**config.mk**
```make
export PLATFORM = sky130hd
export DESIGN_NAME = dreq_logger
export DESIGN_NICKNAME = d
export VERILOG_FILES = /design/src/rtl/dreq_pkg.sv /design/src/rtl/dreq_sync.sv /design/src/rtl/dreq_qualifier.sv /design/src/rtl/dreq_counter.sv /design/src/rtl/dreq_logger.sv
export SDC_FILE = /design/constraint.sdc
export NUM_CORES = 1
export LEC_CHECK = 0
export ABC_AREA = 1
export BUFFER_PORTS_ARGS = -buffer_cell sky130_fd_sc_hd__clkbuf_2
export CAP_MARGIN = 20
export CORE_MARGIN = 2
export CORE_UTILIZATION = 30
export CTS_CLUSTER_DIAMETER = 50
export DETAILED_ROUTE_END_ITERATION = 10
export MAX_ROUTING_LAYER = met4
export PLACE_DENSITY = 0.56
export SLEW_MARGIN = 20
export SYNTH_ARGS = -nofsm -noshare
export SYNTH_HDL_FRONTEND = slang
export SYNTH_HIERARCHICAL = 1
export SYNTH_SLANG_ARGS = --single-unit
```
**constraint.sdc**
```tcl
create_clock -name clk_i -period 2.3 [get_ports clk_i]
set_clock_uncertainty 0.2 [all_clocks]
set_input_delay 0.115 -clock clk_i [delete_from_list [all_inputs] [get_ports clk_i]]
set_output_delay 0.115 -clock clk_i [all_outputs]
set_load 0.005 [all_outputs]
```
**src/rtl/dreq_pkg.sv**
```systemverilog
`timescale 1ns/1ps
package dreq_pkg;

    // Transfer style selected for a request pin
    typedef enum logic {
        XFER_FLOWTHRU = 1'b0,
        XFER_FLYBY    = 1'b1
    } xfer_mode_e;

endpackage

```
**src/rtl/dreq_sync.sv**
```systemverilog
`timescale 1ns/1ps
module dreq_sync #(
    parameter int STAGES = 2
) (
    input  logic clk_i,
    input  logic rst_ni,
    input  logic d_i,
    output logic q_o
);
    logic [STAGES-1:0] sh_d, sh_q;

    always_comb begin
        sh_d = {sh_q[STAGES-2:0], d_i};
    end

    always_ff @(posedge clk_i) begin
        if (!rst_ni) sh_q <= '0;
        else         sh_q <= sh_d;
    end

    assign q_o = sh_q[STAGES-1];
endmodule

```
**src/rtl/dreq_qualifier.sv**
```systemverilog
`timescale 1ns/1ps
module dreq_qualifier #(
    parameter int MINW = 4
) (
    input  logic clk_i,
    input  logic rst_ni,
    input  logic lvl_i,
    output logic qual_o,
    output logic viol_o
);
    localparam int RW = $clog2(MINW + 1);
    localparam logic [RW-1:0] RUN_FULL = RW'(MINW);
    localparam logic [RW-1:0] RUN_LAST = RW'(MINW - 1);

    typedef struct packed {
        logic          lvl;
        logic [RW-1:0] run;
        logic          low_ok;
        logic          viol;
    } qst_t;

    qst_t st_d, st_q;

    // Accept on the MINW-th high sample if the preceding low was long enough
    assign qual_o = st_q.lvl && lvl_i && (st_q.run == RUN_LAST) && st_q.low_ok;

    always_comb begin
        st_d = st_q;
        if (lvl_i != st_q.lvl) begin
            st_d.lvl = lvl_i;
            st_d.run = RW'(1);
            if (st_q.run < RUN_FULL) st_d.viol = 1'b1;
            if (lvl_i) st_d.low_ok = (st_q.run == RUN_FULL);
        end else if (st_q.run != RUN_FULL) begin
            st_d.run = st_q.run + RW'(1);
        end
    end

    always_ff @(posedge clk_i) begin
        if (!rst_ni) begin
            st_q.lvl    <= 1'b0;
            st_q.run    <= RUN_FULL;
            st_q.low_ok <= 1'b1;
            st_q.viol   <= 1'b0;
        end else begin
            st_q <= st_d;
        end
    end

    assign viol_o = st_q.viol;


    single_pulse_chk: assert property (@(posedge clk_i) disable iff (!rst_ni)
        qual_o |=> !qual_o);


    short_phase_chk: assert property (@(posedge clk_i) disable iff (!rst_ni)
        $rose(viol_o) |-> ($past(lvl_i) != $past(st_q.lvl)));
endmodule

```
**src/rtl/dreq_counter.sv**
```systemverilog
`timescale 1ns/1ps
module dreq_counter #(
    parameter int CW = 5
) (
    input  logic          clk_i,
    input  logic          rst_ni,
    input  logic          inc_i,
    input  logic          dec_i,
    output logic [CW-1:0] cnt_o,
    output logic          ovf_o,
    output logic          take_o
);
    localparam logic [CW-1:0] CNT_MAX = '1;

    typedef struct packed {
        logic [CW-1:0] cnt;
        logic          ovf;
    } cst_t;

    cst_t st_d, st_q;

    assign take_o = dec_i && (st_q.cnt != '0);

    always_comb begin
        st_d = st_q;
        if (inc_i && take_o) begin
            st_d.cnt = st_q.cnt;
        end else if (inc_i) begin
            if (st_q.cnt == CNT_MAX) st_d.ovf = 1'b1;
            else                     st_d.cnt = st_q.cnt + CW'(1);
        end else if (take_o) begin
            st_d.cnt = st_q.cnt - CW'(1);
        end
    end

    always_ff @(posedge clk_i) begin
        if (!rst_ni) st_q <= '0;
        else         st_q <= st_d;
    end

    assign cnt_o = st_q.cnt;
    assign ovf_o = st_q.ovf;


    ovf_sat_chk: assert property (@(posedge clk_i) disable iff (!rst_ni)
        $rose(ovf_o) |-> ($past(cnt_o) == CNT_MAX && cnt_o == CNT_MAX));


    zero_dec_chk: assert property (@(posedge clk_i) disable iff (!rst_ni)
        (dec_i && !inc_i && cnt_o == '0) |=> (cnt_o == '0));


    net_zero_chk: assert property (@(posedge clk_i) disable iff (!rst_ni)
        (inc_i && dec_i && cnt_o != '0) |=> $stable(cnt_o));
endmodule

```
**src/rtl/dreq_logger.sv**
```systemverilog
`timescale 1ns/1ps
module dreq_logger
    import dreq_pkg::*;
#(
    parameter int NPINS  = 3,
    parameter int CW     = 5,
    parameter int MINW   = 4,
    parameter int SYNC   = 2,
    parameter int FO_PIN = 2,
    localparam int PW    = $clog2(NPINS + 1)
) (
    input  logic                clk_i,
    input  logic                rst_ni,
    input  logic [NPINS-1:0]    req_pin_i,
    input  logic                consume_vld_i,
    input  logic [PW-1:0]       consume_pin_i,
    input  logic                hi_pin_flyby_i,
    output logic [NPINS*CW-1:0] pend_cnt_o,
    output logic [NPINS-1:0]    pend_o,
    output logic [NPINS-1:0]    width_err_o,
    output logic [NPINS-1:0]    ovf_o,
    output logic                mode_err_o,
    output logic [PW-1:0]       valid_o
);
    typedef struct packed {
        logic [PW-1:0] valid;
        logic          mode_err;
    } tst_t;

    tst_t             st_d, st_q;
    xfer_mode_e       hi_mode;
    logic [NPINS-1:0] lvl_w, qual_w, dec_w, take_w;

    assign hi_mode = xfer_mode_e'(hi_pin_flyby_i);

    for (genvar i = 0; i < NPINS; i++) begin : g_pin
        assign dec_w[i] = consume_vld_i && (consume_pin_i == PW'(i));

        dreq_sync #(.STAGES(SYNC)) u_sync (
            .clk_i (clk_i),
            .rst_ni(rst_ni),
            .d_i   (req_pin_i[i]),
            .q_o   (lvl_w[i])
        );

        dreq_qualifier #(.MINW(MINW)) u_qual (
            .clk_i (clk_i),
            .rst_ni(rst_ni),
            .lvl_i (lvl_w[i]),
            .qual_o(qual_w[i]),
            .viol_o(width_err_o[i])
        );

        dreq_counter #(.CW(CW)) u_cnt (
            .clk_i (clk_i),
            .rst_ni(rst_ni),
            .inc_i (qual_w[i]),
            .dec_i (dec_w[i]),
            .cnt_o (pend_cnt_o[i*CW +: CW]),
            .ovf_o (ovf_o[i]),
            .take_o(take_w[i])
        );

        if (i == FO_PIN) begin : g_fo
            assign pend_o[i] = (|pend_cnt_o[i*CW +: CW]) && (hi_mode != XFER_FLYBY);
        end else begin : g_any
            assign pend_o[i] = |pend_cnt_o[i*CW +: CW];
        end
    end

    always_comb begin
        st_d          = st_q;
        st_d.valid    = '0;
        st_d.mode_err = st_q.mode_err || (hi_mode == XFER_FLYBY);
        for (int i = 0; i < NPINS; i++) begin
            if (take_w[i]) st_d.valid = PW'(i + 1);
        end
    end

    always_ff @(posedge clk_i) begin
        if (!rst_ni) st_q <= '0;
        else         st_q <= st_d;
    end

    assign valid_o    = st_q.valid;
    assign mode_err_o = st_q.mode_err;


    valid_src_chk: assert property (@(posedge clk_i) disable iff (!rst_ni)
        (valid_o != '0) |-> ($past(consume_vld_i) && ($past(consume_pin_i) + PW'(1) == valid_o)));


    flyby_mask_chk: assert property (@(posedge clk_i) disable iff (!rst_ni)
        (hi_mode == XFER_FLYBY) |-> !pend_o[FO_PIN]);


    mode_err_sticky_chk: assert property (@(posedge clk_i) disable iff (!rst_ni)
        (hi_mode == XFER_FLYBY) |=> mode_err_o);
endmodule

```
### Word-level counts from Yosys, hierarchy flattened

Index checks and enable logic that the tools add are counted.

* flip-flop bits (word level): 45
* output and inout port bits: 27
* word-level logic and storage cells: 129

* $add $sub $neg: 9
* $lt $le $gt $ge: 3
* equality and inequality tests: 20
* multiplexer cells: 18
* bitwise gates (word level): 5
* reduce and logical (&&, ||, !) cells: 48

Operators by type and width (count)
* $mux 5: 9
* $logic_and 1x1->1: 19
* $mux 3: 6
* $reduce_and 3->1: 6
* $add 5x1->5 const B: 3
* $eq 5x5->1 const B: 3
* $reduce_bool 5->1: 3
* $reduce_or 5->1: 3
* $sub 5x1->5 const B: 3
* $reduce_and 2->1: 6
* $reduce_bool 2->1: 6
* $add 3x1->3 const B: 3
* $eq 3x2->1 const B: 3
* $eq 3x3->1 const B: 3
* $lt 3x3->1 const B: 3
* $ne 3x3->1 const B: 3
* $ne 2x2->1 const B: 3
* $reduce_or 2->1: 3
* $not 1->1: 5
* $mux 2: 2
* $ne 1x1->1: 3
* $eq 2x1->1 const B: 1
* $eq 2x2->1 const B: 1
* $logic_not 2->1: 1
* 2 further kinds: 2

### Logic depth before layout (Yosys ltp)

Gate-level depths: netlist (run 1).

* word-level depth: 6
* gate-level depth with buffers: 10
* mapped depth without buffers: 10

### By module

Netlist (run 1), hierarchy kept.

By module, submodules not included
* dreq_counter: times used 3, cells each 65, area each 454.2 sq um
* dreq_qualifier: times used 3, cells each 38, area each 299.0 sq um
* dreq_logger: times used 1, cells each 29, area each 172.7 sq um
* dreq_sync: times used 3, cells each 6, area each 55.1 sq um

### Least setup slack after synthesis (run 1)

OpenSTA, ideal clock, no wires.

* path type: register -> register
* start point: register g_pin[2].u_qual/st_q[2] in the netlist's numbering
* end point: register g_pin[2].u_cnt.st_q (netlist bit g_pin[2].u_cnt/cnt_o[4])
* arrival time: 1873 ps
* required time: 1987 ps
* setup slack: 114 ps
* cell stages (with the launch flop): 11
* buffers on the path: 0
* cell sequence: dfxtp_1 ha_1 ha_1 and3_1 inv_1 fa_1 nand3_1 nand2_1 xor2_1 nor2_1 nor2_1

* cells in the longest elaborated chain, start to end: 6
* elaborated cells between the ends (all ways): 9
* those cells by class: 2 x eq/ne; 1 x mux; 1 x bitwise; 5 x reduce/logical

Ends and longest elaborated chain
* start, declared: RTL line dreq_qualifier.sv:22 `qst_t st_d, st_q;`
* start signal, assigned: RTL line dreq_qualifier.sv:46 `st_q <= st_d;`
* $eq 3x2->1 *: RTL line dreq_qualifier.sv:25 `assign qual_o = st_q.lvl && lvl_i && (st_q.run == RUN_LAST) && st_q.low_ok;`
* $logic_and 1x1->1 * (2 in a row): RTL line dreq_qualifier.sv:25
* via qual_w[2]: RTL line dreq_logger.sv:32 `logic [NPINS-1:0] lvl_w, qual_w, dec_w, take_w;`
* branches (longest 3 deep; another with $reduce_and 3->1)
* end signal, assigned: RTL line dreq_counter.sv:38 `else st_q <= st_d;`
* end, declared: RTL line dreq_counter.sv:20 `cst_t st_d, st_q;`

Mark *: on every way through the listed nets, which the timed path passes.
A chain may end at the register's enable or synchronous reset.

### Worst setup path after layout (run 1)

* start point: register g_pin[2].u_qual/st_q[3] in the netlist's numbering
* end point: register g_pin[2].u_cnt.st_q (netlist bit g_pin[2].u_cnt/cnt_o[4])

The elaborated chain is that of the path after synthesis.

==> flow_metrics.tcl, run 1 <==
set metrics [dict create \
    final_common_cell "nand2_1" \
    hold_path.class "in2reg" \
    total_power_w 0.00173 \
    netlist.area_leader.share 0.347 \
    syn_nets 392 \
    period_minus_slack_ps 2130 \
    status "finished clean" \
    cts_made_buffers 5 \
    fill_cells 904 \
    vias 2317 \
    gr-total-overflow 0 \
    seqCellArea_sq_um 902 \
    yosys.area.top_type "dfxtp_1" \
    synth-adder-area-share 0.139 \
    cts_sinks 45 \
    hpwl_um 4070 \
    setup_violations 0 \
    synth_top_family_by_area "simple AND/OR/NAND/NOR gates" \
    netlist_area_sq_mm 0.00260 \
    num_rows 33 \
    core_area_sq_mm 0.00830 \
    cts_tree "done" \
    power.ir.vdd_worst_mv 0.276 \
    p_leak_nw 1.56 \
    critPathKind "reg2reg" \
    crit_path_end "g_pin[2].u_cnt/cnt_o[4]" \
    combPwrFrac 0.201 \
    p_seq_frac 0.513 \
    slew-limit-headroom 0.742 \
    grt_antenna_before_repair 0 \
    p_per_area_mw_per_mm2 558 \
    drive_gt1_frac 0.195 \
    cts-htree-levels 2 \
    grt.busiest_layer "met2" \
    synth-seq-cells 45 \
    r2r_slack_ps 170 \
    pwr-share-clk 0.285 \
    gp_congestion 0.823 \
    routed_wl_um 5390 \
    worst_pin_slew_ps 386 \
    max_cap_viol_count 0 \
    dr.first_iter.drc_count 77 \
    antenna_left 0 \
    pre_cts_ws_ps 81.8 \
    start_kind "flip-flop" \
    switching_share 0.305 \
    end_kind "flip-flop" \
    worstPathRequired_ps 2300 \
    crit_start "g_pin[2].u_qual/st_q[3]" \
    synth.avg_cell_area_sq_um 7.30 \
    hold_viol 0 \
    r2r_end "g_pin[2].u_cnt/cnt_o[4]" \
    rsz0062_at_grt "no" \
    synth-warning-count 6 \
    ios 36 \
    multi_input_area_sq_mm 0.00149 \
    clockBufferDepth 2 \
    synth_mux_area_frac 0 \
    synth.distinct_cells 20 \
    dieArea_sq_mm 0.00942 \
    fin_util 0.375 \
    layout_common_cells "66 x nand2_1, 53 x nor2_1, 51 x inv_1" \
    insertedDiodeCount 0 \
    r2r_cells 10 \
    port_buffers 35 \
    nNetsFinal 446 \
    fin_setup_tns_ps 0 \
    viasPerCell 4.49 \
    insertion_delay_ps 300 \
    dr.pass1.iters 4 \
    met3_usage 0.0259 \
    seq_area_frac_synth 0.347 \
    fin_ws_ps 170 \
    clkTransAtPathRegs_ps 90 \
    syn_to_final_growth_pct 19.7 \
    critPathMaxFanout 6 \
    synth-compound-area-share 0.0530 \
    timing.rr.start "g_pin[2].u_qual/st_q[3]" \
    use_met2 0.199 \
    die_h_um 97.1 \
    p_sw_w 0.000530 \
    postCtsSetupBuffers 0 \
    min_period_over_period 0.926 \
    ys_top_cells_by_area "dfxtp_1 35%, ha_1 12%, nand2_1 9.5%, nand3_1 8.3%, inv_1 7.8%" \
    met1_usage 0.158 \
    wire_per_inst_um 10.4 \
    drc 0 \
    track_usage 0.126 \
    grt_pass1_wl_um 9580 \
    critical_path_arrival_ps 2130 \
    slew_violations 0 \
    p_int_w 0.00121 \
    synth-simple-area-share 0.339 \
    netlist_instances 356 \
    root_buffer "clkbuf_8" \
    synth-xor-area-share 0.0405 \
    fmax_mhz 470 \
    die-width_um 97.1 \
    grt_pass1_vias 2109 \
    start_util 0.313 \
    grt_max_degree 41 \
]
-- final cells by class --
cell class,count,share of cell area
clock inverter,3,0.00563
multi-input combinational,254,0.478
tap,105,0.0423
sequential,45,0.290
inverter,57,0.0688
clock buffer,5,0.0221
timing repair buffer,47,0.0934
-- per-layer routing --
metal	routed length, um	vias up
met5	0	-
met3	226	5
met1	2620	1035
li1	-	1229
met4	76	0
met2	2460	48
-- cell usage after synthesis --
cell type / number
inv_1: 54
o21ai_0: 6
nand3_2: 9
xor2_1: 9
dfxtp_1: 45
nor2_1: 53
a21boi_0: 3
nand2_1: 66
nor2_2: 3
inv_2: 3
nand2_2: 6
nor3b_2: 1
and3_1: 3
fa_1: 3
ha_1: 24
nor3_2: 3
xnor2_1: 3
nor3_1: 2
nand3_1: 43
a21oi_1: 17
-- cells by family after synthesis --
logic type / after synthesis
and+or+nand+nor: 189
buffers and inverters: 57
DFF: 45
adders and majority gates: 27
AOI/OAI and AO/OA: 26
xor gates and xnor gates: 12
-- power by group through the flow --
stage | sequential [W] | clock (W) | combinational, W
3_5_place_dp | 0.000907 | 0 | 0.000348
2_1_floorplan | 0.000904 | 0 | 0.000247
6_report | 0.000890 | 0.000495 | 0.000349
3_3_place_gp | 0.000903 | 0 | 0.000339
5_1_grt | 0.000901 | 0.000546 | 0.000417
4_1_cts | 0.000890 | 0.000524 | 0.000356
-- critical path: stages, from the launching register on --
cell,delay (ps)
dfxtp_1,370
ha_1,160
ha_1,120
and3_1,190
inv_2,80
fa_1,460
nand3_1,100
nand2_1,70
xor2_1,140
nor2_1,100
nor2_1,50
-- registers in the layout, summed over array words and instances, names as in the netlist --
| name | flops |
|---|---|
| g_pin.u_cnt/cnt_o | 15 |
| g_pin.u_cnt/ovf_o | 3 |
| g_pin.u_qual/st_q | 15 |
| g_pin.u_qual/viol_o | 3 |
| g_pin.u_sync/sh_q | 6 |
| mode_err_o | 1 |
| valid_o | 2 |
-- stage by stage --
step / std cells / area [sq um] / hold slack (ps)
5_1_grt: 516 / 3110 / 115
3_5_place_dp: 503 / 2970 / 96.4
4_1_cts: 516 / 3110 / 84.7
2_1_floorplan: 356 / 2600 / -16.3
6_report: 516 / 3110 / 91.1
3_3_place_gp: 503 / 2970 / 95.7
-- timing repair --
| item | 4_1_cts | 5_1_grt |
|---|---|---|
| setup endpoints to repair | 0 | 5 |
| gates resized for setup | 0 | 5 |
| hold endpoints to repair | 6 | 0 |
| hold buffers | 5 | 0 |
-- worst min path at each step --
stage | startpoint | end | slack, ps | cells after the start
after floorplan | rst_ni | g_pin[0].u_qual/st_q[4] | -20 | 1
after global placement | req_pin_i[1] | g_pin[1].u_sync/sh_q[0] | 100 | 3
after detailed placement | req_pin_i[1] | g_pin[1].u_sync/sh_q[0] | 100 | 3
after CTS | consume_pin_i[0] | valid_o[0] | 80 | 6
after global routing | consume_pin_i[0] | valid_o[0] | 120 | 6
final | consume_pin_i[1] | valid_o[0] | 90 | 6
(Power assumes the default switching activity.)
==> run 2: changes to the inputs <==
- PLACE_DENSITY: 0.56 -> default
==> run 2 against run 1 <==
Against the previous run: die area stayed put; clock power increased by 27%; total power rose by 7.5%; sequential cell count unchanged; via count up 1.5%; design area grew 1.0%; combinational power about the same; fmax fell by 1.7%; non-clock buffer count increased by 1; utilization increased by 0.38 points; first-iteration DRC count fell by 29%; setup slack got worse by 36 ps; largest power group unchanged; highest routed layer unchanged.
==> flow_metrics.tcl, run 2 (synthesis results as in run 1) <==
set metrics [dict create \
    total_power_w 0.00187 \
    ios 36 \
    fmax_mhz 462 \
    antenna_left 0 \
    setup_violations 0 \
    cp_cell_sequence "ha_1, ha_1, and3_1, inv_2, ha_1, a21oi_2, nand2_1, xor2_1, nor2_1, nor2_1" \
    drc 0 \
    wire_per_inst_um 10.6 \
    grt_antenna_before_repair 0 \
    core_area_sq_mm 0.00830 \
    critPathMaxFanout 6 \
    end_kind "flip-flop" \
    p_sw_w 0.000541 \
    fin_util 0.378 \
    cts_sinks 45 \
    port_buffers 35 \
    p_per_area_mw_per_mm2 594 \
    die-width_um 97.1 \
    crit_path_frequent_cell "ha_1" \
    gp_congestion 0.853 \
    max_stage_delay_ps 340 \
    cts_made_buffers 5 \
    min_period_over_period 0.942 \
    fill_cells 864 \
    power.ir.vdd_worst_mv 0.255 \
    clkTransAtPathRegs_ps 90 \
    slew-limit-headroom 0.544 \
    period_minus_slack_ps 2170 \
    hold_path.class "in2reg" \
    cts-htree-levels 2 \
    clockBufferDepth 2 \
    slew_violations 0 \
    grt_pass1_vias 2181 \
    critPathKind "reg2reg" \
    critical_path_arrival_ps 2160 \
    start_kind "flip-flop" \
    vias 2351 \
    syn_to_final_growth_pct 20.9 \
    die_h_um 97.1 \
    status "finished clean" \
    hpwl_um 4040 \
    nNetsFinal 447 \
    hold_viol 0 \
    p_seq_frac 0.476 \
    switching_share 0.290 \
    start_util 0.313 \
    dr.first_iter.drc_count 55 \
    viasPerCell 4.55 \
    insertion_delay_ps 300 \
    cts_tree "done" \
    drive_gt1_frac 0.206 \
    worst_path_max_delay_cell "dfxtp_1" \
    pwr-share-clk 0.336 \
    track_usage 0.125 \
    dr.pass1.iters 5 \
    worstPathRequired_ps 2300 \
    layout_common_cells "66 x nand2_1, 53 x nor2_1, 51 x inv_1" \
    fin_setup_tns_ps 0 \
    p_leak_nw 1.58 \
    p_int_w 0.00132 \
    combPwrFrac 0.187 \
    routed_wl_um 5500 \
    fin_ws_ps 134 \
    gr-total-overflow 0 \
    pre_cts_ws_ps 95.5 \
    final_common_cell "nand2_1" \
    num_rows 33 \
    max_cap_viol_count 0 \
    insertedDiodeCount 0 \
    grt_max_degree 32 \
    worst_pin_slew_ps 683 \
    root_buffer "clkbuf_8" \
    grt_pass1_wl_um 9540 \
    whs_ps 85.1 \
    r2r_slack_ps 130 \
    dieArea_sq_mm 0.00942 \
    rsz0062_at_grt "no" \
]
==> run 2: worst paths after layout <==
| path | startpoint | depth (start not counted) | end |
|---|---|---|---|
| setup / recovery | g_pin[2].u_qual/st_q[2] | 10 | g_pin[2].u_cnt/cnt_o[4] |
| hold / removal | consume_pin_i[1] | 6 | valid_o[0] |
| setup reg to reg | g_pin[2].u_qual/st_q[2] | 10 | g_pin[2].u_cnt/cnt_o[4] |
| hold reg to reg | g_pin[0].u_sync/sh_q[0] | 2 | g_pin[0].u_sync/sh_q[1] |
==> run 2: routing by layer <==
metal	wire length [um]	up-vias	GRT usage
li1	-	1238	-
met1	2570	1057	0.147
met2	2610	46	0.207
met3	249	10	0.0295
met4	75	0	0.0488
met5	0	-	-
==> run 2: area by class of cell <==
type | instances | area, sq um | area share
repair buffers | 48 | 283 | 0.0900
inverters | 57 | 214 | 0.0681
clock inverters | 3 | 48.8 | 0.0155
well taps | 105 | 131 | 0.0418
flip-flops and latches | 45 | 903 | 0.288
multi-input cells | 254 | 1490 | 0.475
clock buffers | 5 | 68.8 | 0.0219
==> run 2: timing repair <==
item	4_1_cts	5_1_grt
hold buffers	4	0
endpoints found under the hold margin	4	0
setup buffers	0	1
gates resized for setup	0	8
setup endpoints to repair	0	6
==> run 2: power groups by stage <==
stage / logic (W) / registers (W) / clock network [W]
floorplan: 0.000247 / 0.000904 / 0
global placement: 0.000339 / 0.000901 / 0
detailed placement: 0.000343 / 0.000905 / 0
CTS: 0.000351 / 0.000886 / 0.000650
global route: 0.000410 / 0.000896 / 0.000694
finish: 0.000350 / 0.000888 / 0.000627
==> run 2: critical path, delay by kind of cell (launching register included) <==
kind	cells	cell delay [ps]
xor+xnor	1	140
buf+inv	1	130
simple gates	4	420
flops	1	340
fa+ha+maj	3	670
compound gates	1	160
==> run 2: stage by stage <==
| stage | cells | area [sq um] |
|---|---|---|
| floorplan | 356 | 2600 |
| global placement | 504 | 2960 |
| detailed placement | 504 | 2960 |
| CTS | 516 | 3120 |
| global route | 517 | 3140 |
| finish | 517 | 3140 |
